==> src/rtl/rtcEmuPkg.sv <==
package rtcEmuPkg;
  localparam int BASE_LOG2 = 6;
  localparam int RATE_MIN  = 1;
  localparam int RATE_MAX  = 13;
  localparam int BIT_IRQ   = 7;
  localparam int BIT_PER   = 6;
  localparam int BIT_ALM   = 5;
  localparam int BIT_UPD   = 4;

  typedef enum logic [1:0] {
    ST_OFF  = 2'd0,
    ST_WAIT = 2'd1,
    ST_STEP = 2'd2,
    ST_EVAL = 2'd3
  } emuState_t;

  typedef struct packed {
    logic startLoad;
    logic sampleTod;
    logic stepCmp;
    logic countLost;
    logic evalTick;
  } ctrlStrb_t;
endpackage

==> src/rtl/rtcEmuCtrl.sv <==
module rtcEmuCtrl
  import rtcEmuPkg::*;
(
  input  logic      clk,
  input  logic      rstN,
  input  logic      anyEn,
  input  logic      tickDue,
  input  logic      stepAhead,
  output ctrlStrb_t strb,
  output logic      chanOn
);
  emuState_t state, stateNext;

  always_comb begin
    stateNext = state;
    strb      = '0;
    unique case (state)
      ST_OFF: if (anyEn) begin
        strb.startLoad = 1'b1;
        stateNext      = ST_WAIT;
      end
      ST_WAIT: begin
        if (!anyEn) stateNext = ST_OFF;
        else if (tickDue) begin
          strb.sampleTod = 1'b1;
          stateNext      = ST_STEP;
        end
      end
      ST_STEP: begin
        strb.stepCmp = 1'b1;
        if (stepAhead) stateNext = ST_EVAL;
        else strb.countLost = 1'b1;
      end
      ST_EVAL: begin
        strb.evalTick = 1'b1;
        stateNext     = ST_WAIT;
      end
      default: stateNext = ST_OFF;
    endcase
  end

  always_ff @(posedge clk) begin
    if (!rstN) state <= ST_OFF;
    else       state <= stateNext;
  end

  assign chanOn = (state != ST_OFF);
endmodule

==> src/rtl/rtcEmuDatapath.sv <==
module rtcEmuDatapath
  import rtcEmuPkg::*;
#(
  parameter int CW = 32,
  parameter int PW = 16
) (
  input  logic          clk,
  input  logic          rstN,
  input  ctrlStrb_t     strb,
  input  logic [CW-1:0] cntNow,
  input  logic [CW-1:0] baseDelta,
  input  logic          updEn,
  input  logic          almEn,
  input  logic          perEn,
  input  logic [3:0]    rateSel,
  input  logic [5:0]    secNow,
  input  logic [5:0]    minNow,
  input  logic [4:0]    hrNow,
  input  logic [5:0]    almSec,
  input  logic [5:0]    almMin,
  input  logic [4:0]    almHr,
  output logic [CW-1:0] cmpVal,
  output logic          tickDue,
  output logic          stepAhead,
  output logic          irqStrobe,
  output logic [15:0]   statusWord
);
  localparam logic [3:0] RMIN = 4'(RATE_MIN);
  localparam logic [3:0] RMAX = 4'(RATE_MAX);
  localparam logic [3:0] RBASE = 4'(BASE_LOG2);

  logic [3:0]    rateC;
  logic          fastRate;
  logic [CW-1:0] delta, cmpNext, diffNow, diffNext;
  logic [PW-1:0] pieLimit, pieCnt, lostCnt, pieSum;
  logic [5:0]    prevSec, sSec, sMin;
  logic [4:0]    sHr;
  logic          updF, perF, almF, anyF;

  always_comb begin
    if (rateSel < RMIN)      rateC = RMIN;
    else if (rateSel > RMAX) rateC = RMAX;
    else                     rateC = rateSel;
    fastRate = perEn && (rateC > RBASE);
    delta    = fastRate ? (baseDelta >> (rateC - RBASE)) : baseDelta;
    pieLimit = fastRate ? PW'(1) : (PW'(1) << (RBASE - rateC));
    cmpNext  = cmpVal + delta;
    diffNow  = cntNow - cmpVal;
    diffNext = cntNow - cmpNext;
    tickDue  = !diffNow[CW-1];
    stepAhead = diffNext[CW-1] || (diffNext == '0);
    pieSum   = pieCnt + lostCnt + PW'(1);
    updF     = updEn && (sSec != prevSec);
    perF     = perEn && (pieSum >= pieLimit);
    almF     = almEn && (sSec == almSec) && (sMin == almMin) && (sHr == almHr);
    anyF     = updF || perF || almF;
  end

  always_ff @(posedge clk) begin
    if (!rstN) begin
      cmpVal     <= '0;
      lostCnt    <= '0;
      pieCnt     <= '0;
      prevSec    <= '0;
      sSec       <= '0;
      sMin       <= '0;
      sHr        <= '0;
      irqStrobe  <= 1'b0;
      statusWord <= '0;
    end else begin
      irqStrobe <= 1'b0;
      if (strb.startLoad) begin
        cmpVal  <= cntNow + delta;
        pieCnt  <= '0;
        lostCnt <= '0;
      end
      if (strb.sampleTod) begin
        sSec <= secNow;
        sMin <= minNow;
        sHr  <= hrNow;
      end
      if (strb.stepCmp)   cmpVal  <= cmpNext;
      if (strb.countLost) lostCnt <= lostCnt + PW'(1);
      if (strb.evalTick) begin
        lostCnt <= '0;
        if (perEn) pieCnt <= perF ? '0 : pieSum;
        if (updF) prevSec <= sSec;
        irqStrobe <= anyF;
        if (anyF) begin
          statusWord          <= 16'h0100;
          statusWord[BIT_IRQ] <= 1'b1;
          statusWord[BIT_PER] <= perF;
          statusWord[BIT_ALM] <= almF;
          statusWord[BIT_UPD] <= updF;
        end
      end
    end
  end
endmodule

==> src/rtl/rtcTickEmu.sv <==
module rtcTickEmu
  import rtcEmuPkg::*;
#(
  parameter int CW = 32,
  parameter int PW = 16
) (
  input  logic          clk,
  input  logic          rstN,
  input  logic [CW-1:0] cntNow,
  input  logic [CW-1:0] baseDelta,
  input  logic          updEn,
  input  logic          almEn,
  input  logic          perEn,
  input  logic [3:0]    rateSel,
  input  logic [5:0]    secNow,
  input  logic [5:0]    minNow,
  input  logic [4:0]    hrNow,
  input  logic [5:0]    almSec,
  input  logic [5:0]    almMin,
  input  logic [4:0]    almHr,
  output logic          chanOn,
  output logic [CW-1:0] cmpVal,
  output logic          irqStrobe,
  output logic [15:0]   statusWord
);
  ctrlStrb_t strb;
  logic tickDue, stepAhead;

  rtcEmuCtrl u_ctrl (
    .clk(clk), .rstN(rstN), .anyEn(updEn | almEn | perEn),
    .tickDue(tickDue), .stepAhead(stepAhead), .strb(strb), .chanOn(chanOn)
  );

  rtcEmuDatapath #(.CW(CW), .PW(PW)) u_dp (
    .clk(clk), .rstN(rstN), .strb(strb), .cntNow(cntNow), .baseDelta(baseDelta),
    .updEn(updEn), .almEn(almEn), .perEn(perEn), .rateSel(rateSel),
    .secNow(secNow), .minNow(minNow), .hrNow(hrNow),
    .almSec(almSec), .almMin(almMin), .almHr(almHr),
    .cmpVal(cmpVal), .tickDue(tickDue), .stepAhead(stepAhead),
    .irqStrobe(irqStrobe), .statusWord(statusWord)
  );
endmodule

==> config.mk <==
export PLATFORM = sky130hd
export DESIGN_NAME = rtcTickEmu
export DESIGN_NICKNAME = d
export VERILOG_FILES = /design/src/rtl/rtcEmuPkg.sv /design/src/rtl/rtcEmuCtrl.sv /design/src/rtl/rtcEmuDatapath.sv /design/src/rtl/rtcTickEmu.sv
export SDC_FILE = /design/constraint.sdc
export NUM_CORES = 1
export LEC_CHECK = 0
export ABC_CLOCK_PERIOD_IN_PS = 28600
export BUFFER_PORTS_ARGS = -buffer_cell sky130_fd_sc_hd__buf_2
export CAP_MARGIN = 15
export CORE_ASPECT_RATIO = 0.75
export CORE_MARGIN = 2
export CORE_UTILIZATION = 49
export DETAILED_ROUTE_END_ITERATION = 12
export GPL_TIMING_DRIVEN = 1
export PLACE_DENSITY_LB_ADDON = 0.2
export SLEW_MARGIN = 40
export SYNTH_ARGS = -nofsm -noshare
export SYNTH_HDL_FRONTEND = slang
export SYNTH_SLANG_ARGS = --single-unit
export TNS_END_PERCENT = 30
==> constraint.sdc <==
create_clock -name clk -period 28.6 [get_ports clk]
set_clock_uncertainty 0.2 [all_clocks]
set_input_delay 4.29 -clock clk [delete_from_list [all_inputs] [get_ports clk]]
set_output_delay 4.29 -clock clk [all_outputs]
set_load 0.01 [all_outputs]
* Word level (Yosys, flattened, before mapping)
Cells that the tools add are included.
** Storage, ports and cells
- Logic and storage cells :: 82
- Output and inout bits :: 50
- Input port bits :: 107
- Flip-flop bits (word level) :: 94
** Operators by class
- Magnitude comparators :: 4
- Reduce and logical (&&, ||, !) cells :: 19
- Bitwise logic cells :: 3
- Add/subtract/negate cells :: 9
- Shift operators :: 2
- Equal/unequal tests :: 10
- Mux-type cells :: 25
** Operator list (number)
- 16-bit 2-to-1 mux :: 7
- 32-bit 2-to-1 mux :: 3
- 32-bit adder :: 2
- 32-bit subtractor :: 2
- 16-bit by 1-bit adder with 16-bit output, second input constant :: 2
- 32-bit logical NOT :: 1
- 32-bit by 4-bit right shift with 32-bit output :: 1
- 16-bit adder :: 1
- 16-bit >= comparator :: 1
- 1-bit by 4-bit left shift with 16-bit output, first input constant :: 1
- 6-bit equality test :: 2
- 2-bit 2-to-1 mux :: 5
- 4-bit 2-to-1 mux :: 2
- 2-bit case mux with 4 select lines :: 1
- 1-bit 2-to-1 mux :: 7
- 1-bit logical AND :: 6
- 6-bit inequality test :: 1
- 2-bit AND reduction :: 3
- 2-bit nonzero test :: 3
- 5-bit equality test :: 1
- 2-bit equality test, second input constant :: 2
- 4-bit by 3-bit > comparator with 1-bit output, second input constant :: 1
- 4-bit > comparator, second input constant :: 1
- 4-bit by 1-bit less-than comparator with 1-bit output, second input constant :: 1
- other kinds (12) :: 15

* Longest topological paths before layout
- Depth in word-level cells :: 13
- Gate-level depth with buffers :: 46
- Gate-level depth less buffers :: 40

* Cells and area by module
Synthesis repeated with hierarchy kept, for this count alone.
** Unflattened totals
- Cells, all modules :: 1730
- Area, all modules :: 13215.2 µm²
** By module, submodules not included
- rtcEmuDatapath :: cells each 1706, area an instance 13003.7 µm², sequential area each 1841.8 µm², instances 1
- rtcEmuCtrl :: cells each 23, area an instance 205.2 µm², sequential area each 40.0 µm², instances 1
- rtcTickEmu :: cells each 1, area an instance 6.3 µm², sequential area each 0.0 µm², instances 1

* Worst setup path after synthesis
OpenSTA, ideal clock, no wires.
- Path type :: input to register
- Start point :: in rateSel[2]
- End point :: reg u_dp.lostCnt[13]
- Buffers on the path :: 7
- Data required time :: 28.273 ns
- Library setup time :: 0.127 ns
- Setup slack :: 15.495 ns
- Stages :: 43
- Data arrival time :: 12.778 ns
- Path through :: nand2_1 nand2_1 inv_1 clkbuf_1 buf_1 ha_1 clkbuf_1 buf_1 mux2i_1 nor2_1 nor2_1 o21ai_0 ha_1 clkbuf_1 nand2_1 o21a_1 o21ai_0 o21ai_0 [7 not listed] ha_1 nor2b_1 o21ai_0 o311ai_0 a2111o_1 or4_1 a311oi_1 nand4_1 a2111o_1 or4_1 nor4_1 and4_1 and3_1 buf_2 nor2_2 buf_2 a21oi_1 a31oi_1
** Between the ends
- Longest elaborated chain between the ends :: 13
- Elaborated cells between the ends (all ways) :: 17
- Those cells by class :: 3 x add/sub; 3 x order compare; 1 x shift; 6 x mux; 4 x reduce/logical
** Ends and longest elaborated chain
- start, declared :: line rtcTickEmu.sv:14 : input logic [3:0] rateSel,
- 4-bit > comparator :: line rtcEmuDatapath.sv:42 : else if (rateSel > RMAX) rateC = RMAX;
- 4-bit 2-to-1 mux :: line rtcEmuDatapath.sv:42
- 4-bit 2-to-1 mux * :: line rtcEmuDatapath.sv:41 : if (rateSel < RMIN) rateC = RMIN;
- 4-bit by 3-bit subtractor with 4-bit output / 4-bit by 3-bit > comparator with 1-bit output (equally long branches) :: line rtcEmuDatapath.sv:45, rtcEmuDatapath.sv:44
- 32-bit by 4-bit right shift with 32-bit output / 1-bit logical AND (equally long branches) :: line rtcEmuDatapath.sv:45, rtcEmuDatapath.sv:44
- 32-bit 2-to-1 mux * :: line rtcEmuDatapath.sv:45 : delta = fastRate ? (baseDelta >> (rateC - RBASE)) : baseDelta;
- 32-bit adder * :: line rtcEmuDatapath.sv:47 : cmpNext = cmpVal + delta;
- 32-bit subtractor * :: line rtcEmuDatapath.sv:49 : diffNext = cntNow - cmpNext;
- 32-bit logical NOT :: line rtcEmuDatapath.sv:51 : stepAhead = diffNext[CW-1] || (diffNext == '0);
- 1-bit logical OR * :: line rtcEmuDatapath.sv:51
- 1-bit 2-to-1 mux * :: line rtcEmuCtrl.sv:31 : if (stepAhead) stateNext = ST_EVAL;
- 2-bit 2-to-1 mux * :: line rtcEmuCtrl.sv:17 : unique case (state)
- 16-bit 2-to-1 mux / 2-bit nonzero test (equally long branches)
- end signal, assigned :: line rtcEmuDatapath.sv:83 : if (strb.countLost) lostCnt <= lostCnt + PW'(1);
- end, declared :: line rtcEmuDatapath.sv:35 : logic [PW-1:0] pieLimit, pieCnt, lostCnt, pieSum;
Every way passes the cells marked *; elsewhere a longest branch is shown, timed or not.
A chain may end at the register's enable or synchronous reset.

* Worst setup path after layout
- Start point :: in rateSel[3]
- End point :: reg u_dp.lostCnt[15]
Same word-level chain as after synthesis.

==> reports/metrics.yaml <==
overflow: 0
synth_area_um2: 13000
cts_inserted_buffers: 9
die-area_um2: 28000
coreArea_um2: 26000
tightest_slew_ns: 0.838
ant_nets: 0
drc: 0
worstSetupPathType: "input pin to flop"
htreeDepth: 3
fmax_ghz: 0.0676
synth_enable_flop_cells: 0
nets: 2075
ctsHoldBuffers: 0
die_x_um: 192
ys_seq_area_share_pct: 14.4
first_pass_iters: 5
fin_crit_ns: 14.80
worstPathRequired_ns: 28.65
postCtsSetupRepairBufs: 0
synth_top_area_cell: "ha_1"
initial_core_util_pct: 50.1
setup_ws_ns: 13.80
grt.total_usage_pct: 29.6
power.internal_uw: 589
io_buffers: 145
finalCritPeriodShare_pct: 51.7
avgSynthCellArea_um2: 7.58
hold_viol: 0
yosys_warnings: 0
synth-async-reset-ratio_pct: 0
cpPeakStageDelay_ns: 0.75
max-cap-violations: 0
seq_power_share_pct: 14.6
combinationalPowerShare_pct: 75.5
sw_frac_of_total_pct: 54.0
grt_pass1_wl_mm: 66.3
p_leak_uw: 0.00651
tns_ns: 0
antenna_found_initial: 2
run_status: "completed"
p_switching_uw: 690
cp_max_fo: 29
synth_cell_types: 90
synth_cells: 1720
yosys-top-cells-area: "ha_1, dfxtp_1, mux2i_1, a21oi_1, nor2_1"
io_pins: 157
worstPathArrival_ns: 14.85
clock-root-buffer: "clkbuf_16"
insertion_delay_ns: 0.37
slew_violations: 0
num_rows: 51
yosysMostFrequentCell: "ha_1"
dp_hpwl_mm: 33.5
drtIter0Drc: 1279
ys_seq_elements: 94
ir_worst_vdd_uv: 60.6
grt_max_degree: 69
finalSetupViolations: 0
hold_path.class: "flop to flop"
drive_above_1_share_pct: 12.5
clk_pin_slew_ns: 0.08
crit_path_start_kind: "input pin"
crit_path_frequent_cell: "nor2_1"
synth_largest_type_area_fraction_pct: 14.8
vias: 13400
endpoint_kind: "flop"
synthFlopType: "dfxtp_1"
synthTopCellsByCount: "ha_1, nor2_1, nand2_1, a21oi_1, mux2i_1"
cts.sinks: 94
cts_tree: "yes"
synthToLayoutAreaGrowth_pct: 9.44
wl_per_cell_um: 19.4
rsz0062_at_grt: "false"
power-per-cell-area_nw_per_um2: 89.6
place_congestion: 0.958
clock_power_share_pct: 9.9
via_per_inst: 6.20
grt_pass1_vias: 12100
maxSlewHeadroom_pct: 43.6
totalWireLength_mm: 42.0
cts_resized: 0
cts_buffer_depth: 2
cpMaxStageDelayCell: "or2_2"
die_h_um: 145
post-place-ws_ns: 13.70
[cell type report]
type	count	area, µm²
diodes	2	5.00
clock buffers	10	229
clock inverters	6	55.1
fillers	2536	11800
inverters	81	304
multi-input cells	1467	10600
flip-flops and latches	94	1880
well taps	344	430
repair buffers	157	816
[per-layer routing]
metal	vias up	part of all wire, %	track usage (%)	routed length [µm]
li1	6559	-	-	-
met3	32	7.2	3.75	3030
met5	-	0	0	0
met2	505	41	41.8	17100
met1	6302	51	47.2	21300
met4	0	1.3	5.99	537
[cells in the final DEF (no fill, tap or decap), drive strengths merged, types with 58 or more instances in the layout]
master	n
buf	157
ha	154
nor2	152
nand2	126
a21oi	122
o21ai	109
mux2i	106
dfxtp	94
inv	84
xnor2	63
a21o	62
a211oi	58
[worst max-delay path, delay by kind of cell]
| kind | cells | cell delay (ns) |
|---|---|---|
| and+or+nand+nor | 19 | 5.16 |
| AOI/OAI and AO/OA | 12 | 3.45 |
| muxes | 2 | 0.77 |
| adders and majority gates | 2 | 0.69 |
| xor gates and xnor gates | 1 | 0.23 |
| buffers and inverters | 1 | 0.21 |
[cells by family after synthesis]
| logic type | synth area share, % |
|---|---|
| AO/OA/AOI/OAI | 27.8 |
| AND/OR/NAND/NOR | 20.2 |
| adder cells (fa/ha/maj) | 15.8 |
| flip-flops | 14.4 |
| XOR/XNOR | 7.16 |
| other | 0.0287 |
| buffers and inverters | 5.33 |
| multiplexers | 9.18 |
[power groups by stage]
stage,clock [µW],combinational [µW],sequential (µW)
floorplan,0,689,189
global placement,0,922,189
detailed placement,0,936,190
CTS,129,942,187
global route,133,1050,191
finish,126,966,187
[metrics by stage]
stage / cells / total power, µW / utilization (%) / instance area, µm² / hold WS (ns)
floorplan: 1730 / 878 / - / 13100 / 0.225
global placement: 2143 / 1110 / 53.7 / 14000 / 0.238
detailed placement: 2143 / 1130 / 53.7 / 14000 / 0.264
CTS: 2159 / 1260 / 54.8 / 14300 / 0.274
global route: 2161 / 1380 / 54.8 / 14300 / 0.296
finish: 2161 / 1280 / 54.8 / 14300 / 0.271
[path summary, 6_finish.rpt]
path | to | slack [ns] | start | depth (start not counted)
hold reg to reg | u_dp.statusWord[6] | 0.27 | u_dp.statusWord[6] | 2
setup / recovery | u_dp.lostCnt[15] | 13.80 | rateSel[3] | 37
hold / removal | u_dp.statusWord[6] | 0.27 | u_dp.statusWord[6] | 2
setup reg to reg | u_dp.lostCnt[15] | 20.43 | u_dp.cmpVal[5] | 27
[flip-flops by register name, indices dropped and copies added (netlist names)]
name,count
u_ctrl.state,2
u_dp.cmpVal,32
u_dp.irqStrobe,1
u_dp.lostCnt,16
u_dp.pieCnt,16
u_dp.prevSec,6
u_dp.sHr,5
u_dp.sMin,6
u_dp.sSec,6
u_dp.statusWord,4
Power figures use the tool's default switching activity.
